**config.mk**
```make
export PLATFORM = sky130hd
export DESIGN_NAME = lta_addr_gen
export DESIGN_NICKNAME = d
export VERILOG_FILES = /design/src/rtl/lta_pkg.sv /design/src/rtl/lta_rst_sync.sv /design/src/rtl/lta_mod_counter.sv /design/src/rtl/lta_gray_enc.sv /design/src/rtl/lta_bit_rev.sv /design/src/rtl/lta_seq_ctrl.sv /design/src/rtl/lta_addr_gen.sv
export SDC_FILE = /design/constraint.sdc
export NUM_CORES = 1
export LEC_CHECK = 0
export BUFFER_PORTS_ARGS = -buffer_cell sky130_fd_sc_hd__buf_2
export CAP_MARGIN = 20
export CORE_ASPECT_RATIO = 1.75
export CORE_MARGIN = 3
export CORE_UTILIZATION = 40
export DETAILED_ROUTE_END_ITERATION = 8
export PLACE_DENSITY_LB_ADDON = 0.25
export SETUP_SLACK_MARGIN = 0.4
export SLEW_MARGIN = 20
export SYNTH_ARGS = -nofsm -noshare
export SYNTH_HDL_FRONTEND = slang
export SYNTH_SLANG_ARGS = --single-unit
```
**constraint.sdc**
```tcl
create_clock -name clk -period 2 [get_ports clk]
set_clock_uncertainty 0.2 [all_clocks]
set_input_delay 0.1 -clock clk [delete_from_list [all_inputs] [get_ports clk]]
set_output_delay 0.1 -clock clk [all_outputs]
set_load 0.005 [all_outputs]
```
**src/rtl/lta_pkg.sv**
```systemverilog
package lta_pkg;

  // Walk phase: idle until the first start, counting through Gray codes,
  // or presenting the mirrored address.
  typedef enum logic [1:0] {
    PH_IDLE  = 2'd0,
    PH_COUNT = 2'd1,
    PH_REV   = 2'd2
  } lta_phase_e;

endpackage

```
**src/rtl/lta_rst_sync.sv**
```systemverilog
module lta_rst_sync (
  input  logic clk,
  input  logic rst_n,
  output logic rst_sync_n
);

  logic [1:0] sync_q;

  always_ff @(posedge clk or negedge rst_n) begin
    if (!rst_n) begin
      sync_q <= 2'b00;
    end else begin
      sync_q <= {sync_q[0], 1'b1};
    end
  end

  assign rst_sync_n = sync_q[1];

endmodule

```
**src/rtl/lta_mod_counter.sv**
```systemverilog
module lta_mod_counter #(
  parameter int unsigned W = 10,
  parameter logic [W-1:0] MAX_VAL = {{(W-1){1'b1}}, 1'b0}
) (
  input  logic         clk,
  input  logic         rst_n,
  input  logic         en_i,
  input  logic         up_i,
  input  logic         load_i,
  input  logic [W-1:0] load_val_i,
  output logic [W-1:0] cnt_o,
  output logic [W-1:0] cnt_nxt_o,
  output logic         at_max_o,
  output logic         at_zero_o,
  output logic         nxt_zero_o
);

  logic [W-1:0] cnt_q;
  logic [W-1:0] cnt_d;
  logic         cnt_ce;

  // Next-state: load wins over counting; counting wraps at the modulus.
  always_comb begin
    cnt_d = cnt_q;
    if (load_i) begin
      cnt_d = load_val_i;
    end else if (en_i) begin
      if (up_i) begin
        cnt_d = (cnt_q == MAX_VAL) ? '0 : cnt_q + W'(1);
      end else begin
        cnt_d = (cnt_q == '0) ? MAX_VAL : cnt_q - W'(1);
      end
    end
  end

  assign cnt_ce = load_i | en_i;

  always_ff @(posedge clk or negedge rst_n) begin
    if (!rst_n) begin
      cnt_q <= '0;
    end else if (cnt_ce) begin
      cnt_q <= cnt_d;
    end
  end

  assign cnt_o      = cnt_q;
  assign cnt_nxt_o  = cnt_d;
  assign at_max_o   = (cnt_q == MAX_VAL);
  assign at_zero_o  = (cnt_q == '0);
  assign nxt_zero_o = (cnt_d == '0);

  // a counting step upward below the modulus adds exactly one
  a_r3_count_up: assert property (@(posedge clk) disable iff (!rst_n)
    (en_i && up_i && !load_i && cnt_q != MAX_VAL) |=> (cnt_q == $past(cnt_q) + W'(1)));

  // a counting step downward above zero subtracts exactly one
  a_r7_count_down: assert property (@(posedge clk) disable iff (!rst_n)
    (en_i && !up_i && !load_i && cnt_q != '0) |=> (cnt_q == $past(cnt_q) - W'(1)));

  // the count never leaves the modulo range
  a_r3_in_range: assert property (@(posedge clk) disable iff (!rst_n)
    cnt_q <= MAX_VAL);

endmodule

```
**src/rtl/lta_gray_enc.sv**
```systemverilog
module lta_gray_enc #(
  parameter int unsigned W = 10
) (
  input  logic [W-1:0] bin_i,
  output logic [W-1:0] gray_o
);

  // Each code bit is the XOR of a count bit and its upper neighbour.
  for (genvar g = 0; g < W; g++) begin : g_bit
    if (g == W - 1) begin : g_top
      assign gray_o[g] = bin_i[g];
    end else begin : g_mid
      assign gray_o[g] = bin_i[g] ^ bin_i[g+1];
    end
  end

endmodule

```
**src/rtl/lta_bit_rev.sv**
```systemverilog
module lta_bit_rev #(
  parameter int unsigned W = 10
) (
  input  logic [W-1:0] src_i,
  output logic [W-1:0] mirror_o
);

  for (genvar m = 0; m < W; m++) begin : g_swap
    assign mirror_o[m] = src_i[W-1-m];
  end

endmodule

```
**src/rtl/lta_seq_ctrl.sv**
```systemverilog
module lta_seq_ctrl
  import lta_pkg::*;
(
  input  logic       clk,
  input  logic       rst_n,
  input  logic       start_i,
  input  logic       advance_i,
  input  logic       descend_i,
  input  logic       cnt_at_max_i,
  input  logic       cnt_at_zero_i,
  input  logic       cnt_nxt_zero_i,
  output logic       cnt_en_o,
  output logic       cnt_up_o,
  output logic       cnt_load_o,
  output logic       cnt_load_max_o,
  output lta_phase_e phase_nxt_o,
  output logic       desc_q_o,
  output logic       valid_nxt_o,
  output logic       last_nxt_o,
  output logic       out_ce_o
);

  lta_phase_e phase_q;
  lta_phase_e phase_d;
  logic       desc_q;
  logic       desc_d;
  logic       state_ce;

  // Next-state for the walk. Start always wins; an advance is acted upon
  // only when the current address is not the final one of the pass.
  always_comb begin
    phase_d        = phase_q;
    desc_d         = desc_q;
    cnt_en_o       = 1'b0;
    cnt_load_o     = 1'b0;
    cnt_load_max_o = 1'b0;
    if (start_i) begin
      desc_d         = descend_i;
      cnt_load_o     = 1'b1;
      cnt_load_max_o = descend_i;
      phase_d        = descend_i ? PH_REV : PH_COUNT;
    end else if (advance_i) begin
      unique case (phase_q)
        PH_COUNT: begin
          if (!desc_q) begin
            if (cnt_at_max_i) begin
              phase_d = PH_REV;
            end else begin
              cnt_en_o = 1'b1;
            end
          end else if (!cnt_at_zero_i) begin
            cnt_en_o = 1'b1;
          end
        end
        PH_REV: begin
          if (desc_q) begin
            phase_d = PH_COUNT;
          end
        end
        default: begin
          phase_d = phase_q;
        end
      endcase
    end
  end

  assign cnt_up_o    = !desc_q;
  assign state_ce    = start_i | advance_i;
  assign out_ce_o    = state_ce;
  assign phase_nxt_o = phase_d;
  assign desc_q_o    = desc_q;
  assign valid_nxt_o = (phase_d != PH_IDLE);
  assign last_nxt_o  = (phase_d == PH_REV && !desc_d) ||
                       (phase_d == PH_COUNT && desc_d && cnt_nxt_zero_i);

  always_ff @(posedge clk or negedge rst_n) begin
    if (!rst_n) begin
      phase_q <= PH_IDLE;
      desc_q  <= 1'b0;
    end else if (state_ce) begin
      phase_q <= phase_d;
      desc_q  <= desc_d;
    end
  end

  // without a start the walk never leaves idle
  a_r10_idle_stays: assert property (@(posedge clk) disable iff (!rst_n)
    (phase_q == PH_IDLE && !start_i) |=> (phase_q == PH_IDLE));

  // a start always restarts in the phase that matches the sampled order
  a_r9_restart_phase: assert property (@(posedge clk) disable iff (!rst_n)
    start_i |=> (phase_q == (desc_q ? PH_REV : PH_COUNT)) && (desc_q == $past(descend_i)));

  // counting and loading never happen together
  a_r11_start_wins: assert property (@(posedge clk) disable iff (!rst_n)
    !(cnt_en_o && cnt_load_o));

endmodule

```
**src/rtl/lta_addr_gen.sv**
```systemverilog
module lta_addr_gen
  import lta_pkg::*;
#(
  parameter int unsigned ADDR_W = 10
) (
  input  logic              clk,
  input  logic              rst_n,
  input  logic              start_i,
  input  logic              advance_i,
  input  logic              descend_i,
  output logic [ADDR_W-1:0] addr_o,
  output logic              addr_valid_o,
  output logic              addr_last_o
);

  localparam logic [ADDR_W-1:0] CNT_MAX  = {{(ADDR_W-1){1'b1}}, 1'b0};
  localparam logic [ADDR_W-1:0] SEED_ONE = ADDR_W'(1);

  logic              rst_q_n;
  logic              cnt_en;
  logic              cnt_up;
  logic              cnt_load;
  logic              cnt_load_max;
  logic [ADDR_W-1:0] cnt_load_val;
  logic [ADDR_W-1:0] cnt_cur;
  logic [ADDR_W-1:0] cnt_nxt;
  logic              cnt_at_max;
  logic              cnt_at_zero;
  logic              cnt_nxt_zero;
  logic [ADDR_W-1:0] gray_nxt;
  logic [ADDR_W-1:0] mirror_addr;
  lta_phase_e        phase_nxt;
  logic              desc_q;
  logic              valid_nxt;
  logic              last_nxt;
  logic              out_ce;
  logic [ADDR_W-1:0] addr_d;
  logic [ADDR_W-1:0] addr_q;
  logic              valid_q;
  logic              last_q;

  lta_rst_sync u_rst_sync (
    .clk        (clk),
    .rst_n      (rst_n),
    .rst_sync_n (rst_q_n)
  );

  lta_seq_ctrl u_ctrl (
    .clk            (clk),
    .rst_n          (rst_q_n),
    .start_i        (start_i),
    .advance_i      (advance_i),
    .descend_i      (descend_i),
    .cnt_at_max_i   (cnt_at_max),
    .cnt_at_zero_i  (cnt_at_zero),
    .cnt_nxt_zero_i (cnt_nxt_zero),
    .cnt_en_o       (cnt_en),
    .cnt_up_o       (cnt_up),
    .cnt_load_o     (cnt_load),
    .cnt_load_max_o (cnt_load_max),
    .phase_nxt_o    (phase_nxt),
    .desc_q_o       (desc_q),
    .valid_nxt_o    (valid_nxt),
    .last_nxt_o     (last_nxt),
    .out_ce_o       (out_ce)
  );

  assign cnt_load_val = cnt_load_max ? CNT_MAX : '0;

  lta_mod_counter #(
    .W       (ADDR_W),
    .MAX_VAL (CNT_MAX)
  ) u_cnt (
    .clk        (clk),
    .rst_n      (rst_q_n),
    .en_i       (cnt_en),
    .up_i       (cnt_up),
    .load_i     (cnt_load),
    .load_val_i (cnt_load_val),
    .cnt_o      (cnt_cur),
    .cnt_nxt_o  (cnt_nxt),
    .at_max_o   (cnt_at_max),
    .at_zero_o  (cnt_at_zero),
    .nxt_zero_o (cnt_nxt_zero)
  );

  lta_gray_enc #(.W(ADDR_W)) u_gray (
    .bin_i  (cnt_nxt),
    .gray_o (gray_nxt)
  );

  lta_bit_rev #(.W(ADDR_W)) u_rev (
    .src_i    (SEED_ONE),
    .mirror_o (mirror_addr)
  );

  // Address source select: mirrored seed in the reversal phase, else Gray.
  always_comb begin
    addr_d = gray_nxt;
    if (phase_nxt == PH_REV) begin
      addr_d = mirror_addr;
    end
  end

  // Registered outputs so the address pins toggle only on real steps.
  always_ff @(posedge clk or negedge rst_q_n) begin
    if (!rst_q_n) begin
      addr_q  <= '0;
      valid_q <= 1'b0;
      last_q  <= 1'b0;
    end else if (out_ce) begin
      addr_q  <= addr_d;
      valid_q <= valid_nxt;
      last_q  <= last_nxt;
    end
  end

  assign addr_o       = addr_q;
  assign addr_valid_o = valid_q;
  assign addr_last_o  = last_q;

  // ascending steps flip exactly one address bit
  a_r5_one_bit_step: assert property (@(posedge clk) disable iff (!rst_q_n)
    (valid_q && $past(valid_q) && !desc_q && !$past(start_i) && addr_q != $past(addr_q))
      |-> ($countones(addr_q ^ $past(addr_q)) == 1));

  // the ascending pass ends on the mirrored seed
  a_r4_last_mirror: assert property (@(posedge clk) disable iff (!rst_q_n)
    (last_q && !desc_q) |-> (addr_q == {1'b1, {(ADDR_W-1){1'b0}}}));

  // the descending pass ends on address zero
  a_r7_last_zero: assert property (@(posedge clk) disable iff (!rst_q_n)
    (last_q && desc_q) |-> (addr_q == '0));

  // the final address holds until a start arrives
  a_r8_hold_at_last: assert property (@(posedge clk) disable iff (!rst_q_n)
    (last_q && !start_i) |=> ($stable(addr_q) && last_q && valid_q));

  // no valid address before the first start
  a_r1_no_early_valid: assert property (@(posedge clk) disable iff (!rst_q_n)
    (!valid_q && !start_i) |=> (!valid_q && addr_q == '0 && !last_q));

  // an ascending start lands on address zero
  a_r2_start_zero: assert property (@(posedge clk) disable iff (!rst_q_n)
    (start_i && !descend_i) |=> (valid_q && addr_q == '0 && !last_q));

endmodule

```
==> qor.yml, run 1 <==
route:
  ant_nets: 0
  drc: 0
  initialDrtViolationCount: 88
  drtPass1Iterations: 4
  via_per_inst: 5.801
  wl_um: 7666
  dr_total_vias: 2297
  wire_per_inst_um: 19.36
power_and_ir_drop:
  power_mw: 2.145
  power_density_mw_per_mm2: 615.2
  ir_worst_vdd_uv: 572.2
  leakage_nw: 1.558
timing:
  period_share_pct: 136.9
  period_needed_ps: 2737
  fmax_mhz: 365.3
  grt_setup_unrepaired: "true"
  slew_viol_final: 0
  worst_pin_slew_ps: 593.9
  hold_viol: 0
  whs_ps: 38.75
  setup_slack_ps: -737.5
  timing.slew.headroom_pct: 60.26
  setup_violations: 23
die:
  ios: 17
  die_w_um: 60.70
  fp-row-count: 34
  dieArea_mm2: 0.006175
  core_mm2: 0.005020
  fp.dieH_um: 101.7
  start_util_pct: 41.72
setup_path:
  end_kind: "flop"
  slowest_delay_ps: 420
  crit_slowest_cell: "dfrtp_1"
  start_kind: "flop"
  crit_chain: "inv_4 -> ha_4 -> and3_4 -> a31oi_4 -> a22o_1 -> or3_4 -> a31oi_4 -> inv_2 -> ha_4 -> nand3_2 -> nor4_2 -> a21oi_1 -> a21oi_1"
  critical_path_class: "flop to flop"
  crit_fanout: 5
  worstPathRequired_ps: 1960
  arrival_ps: 2700
global_routing:
  grt_util_all_layers_pct: 24.72
  grt_pass1_vias: 2272
  grt_pass1_wl_um: 11360
  antenna_found_initial: 0
  grt_max_degree: 26
  gr-total-overflow: 0
place:
  gp_congestion: 0.9487
  dp.cells: 361
  port_buffers: 16
  dpl.hpwl_um: 5250
  pre_cts_slack_ps: -710.0
cts:
  htreeDepth: 1
  clock_latency_ps: 270
  cts_num_sinks: 27
  cts_root_buffer: "clkbuf_8"
  cts_made_buffers: 3
  cts_buffer_depth: 2
  clkTransAtPathRegs_ps: 90
  cts_tree: "done"
cells_and_area:
  instances_no_fill: 396
  nets: 358
  multi_input_area_mm2: 0.001567
  antenna_cells: 0
  n_fill_cell: 362
  ff_latch_area_um2: 679.4
  layout_common_cells: "buf_4, dfrtp_1, buf_6"
  drive_gt1_share_pct: 58.19
  area_growth_pct: 66.49
  layout_commonest_cell: "buf_4"
synthesis:
  synth_edf_count: 0
  synth.distinct_cells: 69
  syn_nets: 240
  yosys_most_used_dff: "dfrtp_1"
  ys_async_sr_fraction_pct: 100.0
  yosysSeqAreaShare_pct: 32.26
  ys_ff_latch: 27
  ys_warn_count: 0
  netlist_area_mm2: 0.002095
  syn_inst: 225
  synth.avg_cell_area_um2: 9.309
min_path:
  hp-class: "flop to asynchronous set/reset pin"
status:
  failed_checks: "negative setup slack"
  status: "complete, but fails checks"
flow_run:
  cap_violations: 0
## cell families (layout without fill, tap and decap cells)
| group | after synthesis | in the layout | synth area share (%) |
|---|---|---|---|
| AND/OR/NAND/NOR | 79 | 79 | 23.18 |
| multiplexers | 2 | 2 | 1.553 |
| XOR/XNOR | 6 | 6 | 2.509 |
| flip-flops | 27 | 27 | 32.26 |
| other | 1 | 1 | 0.1790 |
| AO/OA/AOI/OAI | 63 | 63 | 25.15 |
| adder cells (fa/ha/maj) | 10 | 10 | 5.974 |
| buffers and inverters | 37 | 154 | 9.199 |
## worst max-delay path: cells and delay by family, from the launching register on
family / cells / cell delay [ps]
AO/OA/AOI/OAI: 5 / 780
AND/OR/NAND/NOR: 4 / 770
flip-flops: 1 / 420
buffers and inverters: 2 / 130
adder cells (fa/ha/maj): 2 / 300
## synth_stat cells (all sizes together), types with 5 or more instances
library cell,n,area (µm²)
a21oi,6,30.03
a22o,9,78.83
a31oi,7,56.30
buf,7,46.29
clkbuf,9,67.57
dfrtp,27,675.7
ha,10,125.1
inv,20,75.07
nand2,16,60.06
nand3,10,50.05
nand4,5,46.29
nor2,13,48.80
nor3,6,41.29
o211ai,5,37.54
o21ai,6,30.02
o31ai,6,45.04
## final cells by class
class / instances / share of cell area, %
Tap cell: 54 / 1.938
Timing Repair Buffer: 129 / 29.96
Inverter: 21 / 2.404
Clock buffer: 4 / 1.292
Multi-Input combinational cell: 161 / 44.92
Sequential cell: 27 / 19.48
## routing by layer
| metal | global-route usage [%] | up-vias | part of all wire, % |
|---|---|---|---|
| met3 | 1.531 | 28 | 2.9 |
| li1 | - | 1070 | - |
| met1 | 29.15 | 1123 | 37 |
| met5 | 0 | - | 0 |
| met2 | 43.86 | 76 | 54 |
| met4 | 11.69 | 0 | 5.4 |
## sequential cells by signal (all words and copies together) (netlist names)
name and flops:
addr_last_o 1, u_ctrl.desc_q_o 1, addr_valid_o 1, u_cnt.cnt_o 10
u_rst_sync.sync_q 2, addr_o 10, u_ctrl.phase_q 2
## repair_timing
action / 4_1_cts / 5_1_grt
pin swaps: 18 / 25
hold buffers: 2 / 0
endpoints found under the hold margin: 2 / 0
gates resized for setup: 44 / 31
gates cloned: 0 / 0
setup buffers: 21 / 8
endpoints found under the setup margin: 24 / 24
## final timing paths
check	from	to	slack [ps]	depth (start not counted)
worst min-delay path	u_rst_sync.sync_q[1]	u_ctrl.desc_q_o	40	1
worst max-delay path	u_cnt.cnt_o[0]	addr_last_o	-740	13
max in group asynchronous	rst_n	u_rst_sync.sync_q[1]	1000	3
min in group clk	descend_i	u_ctrl.desc_q_o	110	4
worst max register to register	u_cnt.cnt_o[0]	addr_last_o	-740	13
worst min register to register	u_rst_sync.sync_q[1]	u_ctrl.desc_q_o	40	1
## report_power, final
| part | switching, mW | internal, mW | leakage, nW |
|---|---|---|---|
| sequential | 0.0636 | 0.624 | 0.320 |
| combinational | 0.552 | 0.594 | 1.22 |
| clock | 0.169 | 0.143 | 0.0228 |
## stage by stage
step / utilization [%] / setup TNS [ps] / instance area, µm²
2_1_floorplan: - / -4815 / 2216
3_3_place_gp: 57.23 / -6795 / 2873
3_5_place_dp: 57.23 / -7244 / 2873
4_1_cts: 65.53 / -7385 / 3289
5_1_grt: 69.47 / -10860 / 3487
6_report: 69.47 / -8767 / 3487
Power figures use the tool's default switching activity.
==> run 2, diff against run 1 <==
--- a/config.mk
+++ b/config.mk
@@ -16,4 +16,5 @@
 export SLEW_MARGIN = 20
 export SYNTH_ARGS = -nofsm -noshare
 export SYNTH_HDL_FRONTEND = slang
+export SYNTH_HIERARCHICAL = 1
 export SYNTH_SLANG_ARGS = --single-unit
==> qor.yml, run 2 <==
power_and_ir_drop:
  leakage_nw: 1.665
  power.switching_mw: 0.8465
  ir_worst_vdd_uv: 475.4
  seqPwrFrac_pct: 31.6
  power_density_mw_per_mm2: 597.8
  power_mw: 2.253
  clkPwrFrac_pct: 14.2
  internal_power_mw: 1.406
  switching_share_pct: 37.57
  p_comb_share_pct: 54.2
die:
  fp-row-count: 37
  ios: 17
  start_util_pct: 42.20
  core_mm2: 0.005972
  die_w_um: 66
  dieArea_mm2: 0.007326
  fp.dieH_um: 111
status:
  status: "complete, but fails checks"
  failed_checks: "negative setup slack"
synthesis:
  netlist_area_mm2: 0.002520
  ys_warn_count: 6
  ys_ff_latch: 27
  yosys_most_used_dff: "dfrtp_1"
  yosys.area.top_type: "dfrtp_1"
  synth.avg_cell_area_um2: 9.163
  syn_inst: 275
  synth_top_cell_area_share_pct: 26.81
  yosysSeqAreaShare_pct: 26.81
  synthTopCellsByCount: "dfrtp_1, nand2_1, inv_1"
  synth_most_common_cell: "dfrtp_1"
  ys_async_sr_fraction_pct: 100.0
  synth.distinct_cells: 78
  synth_edf_count: 0
  synth_area_leaders: "dfrtp_1, o211ai_2, nand2_1"
timing:
  grt_setup_unrepaired: "true"
  slew_viol_final: 0
  setup_slack_ps: -1968
  whs_ps: 25.87
  fmax_mhz: 252.0
  period_share_pct: 198.4
  period_needed_ps: 3968
  hold_viol: 0
  setup_violations: 24
global_routing:
  gr-total-overflow: 0
  grt_pass1_wl_um: 12870
  antenna_found_initial: 0
  grt_util_all_layers_pct: 22.40
  grt_max_degree: 29
  grt_pass1_vias: 2721
route:
  via_per_inst: 5.626
  top_layer: "met4"
  wl_met3_um: 208
  wl_um: 7961
  wire_per_inst_um: 17.31
  dr_total_vias: 2588
  ant_nets: 0
  wl_met2_um: 4346
  initialDrtViolationCount: 142
  drtPass1Iterations: 4
  drc: 0
  wl_met1_um: 2913
cells_and_area:
  nets: 393
  drive_gt1_share_pct: 51.83
  instances_no_fill: 460
  antenna_cells: 0
  layout_common_cells: "buf_4, dfrtp_1, nand2_1"
  layout_commonest_cell: "buf_4"
  area_growth_pct: 49.55
setup_path:
  crit_fanout: 5
  reg2reg_depth: 15
  ff2ff_setup_slack_ps: -1970
  critPathLaunch: "u_cnt/cnt_o[1]"
  arrival_ps: 3990
  rr_endpoint: "addr_last_o"
  start_kind: "flop"
  end_kind: "flop"
  crit_path_end: "addr_last_o"
  critical_path_class: "flop to flop"
  rr_startpoint: "u_cnt/cnt_o[1]"
  worstPathRequired_ps: 2030
min_path:
  hp-class: "input port to flop"
  min_path_cells: 4
  worstHoldStart: "descend_i"
cts:
  clkTransAtPathRegs_ps: 90
  cts_buffer_depth: 2
  clock_latency_ps: 280
  cts_root_buffer: "clkbuf_8"
  cts_tree: "done"
  cts_made_buffers: 3
  htreeDepth: 1
  cts_num_sinks: 27
place:
  gp_congestion: 0.9094
  dp.cells: 430
  dpl.hpwl_um: 5506
  port_buffers: 16
flow_run:
  cap_violations: 0
[run 2: changes by cell type in the layout (fill, tap and decap cells not counted), sizes merged, moves of 6 or more]
cell,delta
conb,+11
nand2b,+10
nand4b,+10
buf,-9
nand2,+9
a22o,-7
o211ai,+7
nand3,-6
nor2,-6
xor2,+6
[run 2: final cells by class]
cell class	instances	area, µm²
inverters	17	66.31
well taps	78	97.59
flip-flops and latches	27	676.9
fillers	468	2203
multi-input cells	213	1922
clock buffers	4	45.04
repair buffers	121	960.9
[run 2: power by group through the flow]
stage	logic [mW]	clock network (mW)	registers [mW]
global placement	1.02	0	0.715
finish	1.22	0.320	0.711
floorplan	0.590	0	0.741
detailed placement	1.03	0	0.719
CTS	1.13	0.333	0.710
global route	1.32	0.347	0.724
[run 2: worst min path at each step]
stage and to:
2_1_floorplan u_rst_sync/sync_q[0], 3_3_place_gp u_rst_sync/sync_q[0], 3_5_place_dp u_rst_sync/sync_q[0], 4_1_cts u_ctrl/phase_q[1], 5_1_grt u_ctrl/phase_q[1], 6_report u_ctrl/phase_q[1]
[run 2: routing by layer]
layer / vias to the layer above / GRT usage, %
li1: 1207 / -
met1: 1271 / 23.72
met2: 74 / 39.81
met3: 36 / 2.333
met4: 0 / 15.06
met5: - / 0
[run 2: cell families (layout without fill, tap and decap cells)]
logic type | Yosys count | in the layout | share of synthesized area [%]
and+or+nand+nor | 101 | 101 | 25.67
AOI/OAI and AO/OA | 79 | 80 | 27.11
buffers and inverters | 45 | 142 | 11.57
DFF | 27 | 27 | 26.81
xor gates and xnor gates | 10 | 10 | 3.476
adders and majority gates | 5 | 5 | 2.483
muxes | 5 | 5 | 2.433
other | 3 | 12 | 0.4468
[run 2: through the flow]
step                utilization, %  worst slack [ps]  cell area [µm²]  setup TNS (ps)
floorplan                        -             -1861             2674          -21020
CTS                          60.17             -1955             3593          -23920
global route                 63.11             -2123             3769          -27140
global placement             54.14             -1944             3233          -22720
detailed placement           54.14             -2003             3233          -23580
finish                       63.11             -1968             3769          -24400
[run 2: critical path, cell delays in order (launching register included)]
cell and delay (ps):
dfrtp_2 420, inv_2 80, ha_4 130, or3b_4 400
or4_4 520, inv_4 100, a2111oi_4 100, buf_4 170
nor3_4 190, a2111oi_4 60, o22a_2 230, or3_1 390
nor4_2 170, or4b_1 490, o22ai_2 110, mux2_4 150
[run 2: timing repair]
action | CTS | global route
pin swaps | 22 | 13
setup endpoints to repair | 24 | 24
cloned | 1 | 0
endpoints found under the hold margin | 3 | 0
setup buffers | 14 | 8
gates resized for setup | 32 | 20
hold buffers | 3 | 0
==> run 3, diff against run 2 <==
--- a/config.mk
+++ b/config.mk
@@ -11,6 +11,7 @@
 export CORE_MARGIN = 3
 export CORE_UTILIZATION = 40
 export DETAILED_ROUTE_END_ITERATION = 8
+export HOLD_SLACK_MARGIN = 0.06
 export PLACE_DENSITY_LB_ADDON = 0.25
 export SETUP_SLACK_MARGIN = 0.4
 export SLEW_MARGIN = 20
==> qor.yml, run 3 (synthesis gave the netlist of run 2 again) <==
die:
  die_w_um: 66
  start_util_pct: 42.20
  ios: 17
  fp.dieH_um: 111
  core_mm2: 0.005972
  fp-row-count: 37
  dieArea_mm2: 0.007326
cells_and_area:
  stdcell_area_mm2: 0.003779
  instances_no_fill: 461
  finish.utilization_pct: 63.27
  area_growth_pct: 49.95
  layout_commonest_cell: "buf_4"
  nets: 394
  drive_gt1_share_pct: 51.70
  antenna_cells: 0
  layout_common_cells: "buf_4, dfrtp_1, nand2_1"
  n_fill_cell: 464
route:
  drtPass1Iterations: 5
  via_per_inst: 5.544
  ant_nets: 0
  wire_per_inst_um: 17.23
  drc: 0
  initialDrtViolationCount: 113
  wl_um: 7944
  dr_total_vias: 2556
global_routing:
  antenna_found_initial: 0
  grt_max_degree: 29
  grt_pass1_wl_um: 12830
  grt_pass1_vias: 2735
  gr-total-overflow: 0
  grt_util_all_layers_pct: 22.26
timing:
  grt_setup_unrepaired: "true"
  fmax_mhz: 251.6
  setup_slack_ps: -1974
  slew_viol_final: 0
  period_share_pct: 198.7
  hold_viol: 0
  setup_violations: 24
  fin_tns_setup_ps: -24480
  period_needed_ps: 3974
min_path:
  worstHoldStart: "start_i"
  hp-class: "input port to flop"
setup_path:
  cpMostUsedCell: "a2111oi_4"
  critPathLaunch: "u_cnt/cnt_o[1]"
  crit_chain: "inv_2 -> ha_4 -> or3b_4 -> or4_4 -> inv_4 -> a2111oi_4 -> buf_4 -> nor3_4 -> a2111oi_4 -> o22a_2 -> or3_1 -> nor4_2 -> or4b_1 -> o22ai_2 -> mux2_4"
  rr_startpoint: "u_cnt/cnt_o[1]"
  start_kind: "flop"
  crit_family: "simple AND/OR/NAND/NOR gates"
  crit_fanout: 5
  critical_path_class: "flop to flop"
  crit_slowest_cell: "or4_4"
  worst-path-buf-inv: 3
  end_kind: "flop"
  slowest_delay_ps: 520
  worstPathRequired_ps: 2030
  arrival_ps: 4000
cts:
  clock_latency_ps: 280
  clkTransAtPathRegs_ps: 90
  htreeDepth: 1
  cts_root_buffer: "clkbuf_8"
  cts_num_sinks: 27
  cts_tree: "done"
  cts_buffer_depth: 2
  cts_made_buffers: 3
flow_run:
  cap_violations: 0
power_and_ir_drop:
  ir_worst_vdd_uv: 474.5
  power_mw: 2.256
  leakage_nw: 1.669
  power_density_mw_per_mm2: 597.1
place:
  gp_congestion: 0.9094
  dpl.hpwl_um: 5506
  dpl-instance-area_mm2: 0.003233
  dp.cells: 430
  port_buffers: 16
status:
  status: "complete, but fails checks"
  failed_checks: "negative setup slack"
-- run 3: cell count changes in the layout (fill, tap and decap cells not counted), sizes merged --
cell         delta
dlygate4sd3     +1
-- run 3: path summary, 6_finish.rpt --
check / depth (start not counted) / end / slack [ps]
hold / removal: 3 / u_ctrl/phase_q[1] / 120
min in group asynchronous: 3 / u_rst_sync/sync_q[1] / 460
max in group asynchronous: 2 / u_cnt/cnt_o[1] / 750
setup reg to reg: 15 / addr_last_o / -1970
hold reg to reg: 0 / u_rst_sync/sync_q[1] / 170
setup / recovery: 15 / addr_last_o / -1970
-- run 3: power by group --
| group | switching [mW] | internal [mW] | total (mW) | leakage, nW |
|---|---|---|---|---|
| sequential | 0.0699 | 0.641 | 0.711 | 0.325 |
| clock | 0.177 | 0.143 | 0.321 | 0.0228 |
| combinational | 0.601 | 0.623 | 1.22 | 1.32 |
| total | 0.848 | 1.41 | 2.26 | 1.67 |
-- run 3: tightest hold or removal path, delay by kind of cell --
family / cells / cell delay, ps
buffers and inverters: 2 / 390
AOI/OAI and AO/OA: 1 / 80
-- run 3: stage by stage --
step           setup WS [ps]  hold WS (ps)
2_1_floorplan          -1861        -395.6
3_3_place_gp           -1944        -317.0
3_5_place_dp           -2003        -314.8
4_1_cts                -1955         104.0
5_1_grt                -2124         128.3
6_report               -1974         121.8
-- run 3: layout make-up --
class	count	area (µm²)	area share, %
timing repair buffer	122	970.9	25.70
sequential	27	676.9	17.91
inverter	17	66.31	1.755
tap	78	97.59	2.583
multi-input combinational	213	1922	50.86
clock buffer	4	45.04	1.192
-- run 3: repair_timing --
item	4_1_cts	5_1_grt
hold endpoints to repair	29	0
pin swaps	22	13
buffers inserted	14	8
endpoints found under the setup margin	24	24
cloned	1	0
resized for setup	32	20
hold buffers	4	0
-- run 3: per-layer routing --
layer	vias up	GRT usage [%]	wire length (µm)	share of wire, %
li1	1209	-	-	-
met1	1245	23.60	2932	37
met2	73	39.28	4397	55
met3	29	2.333	195	2.5
met4	0	15.47	418	5.3
met5	-	0	0	0
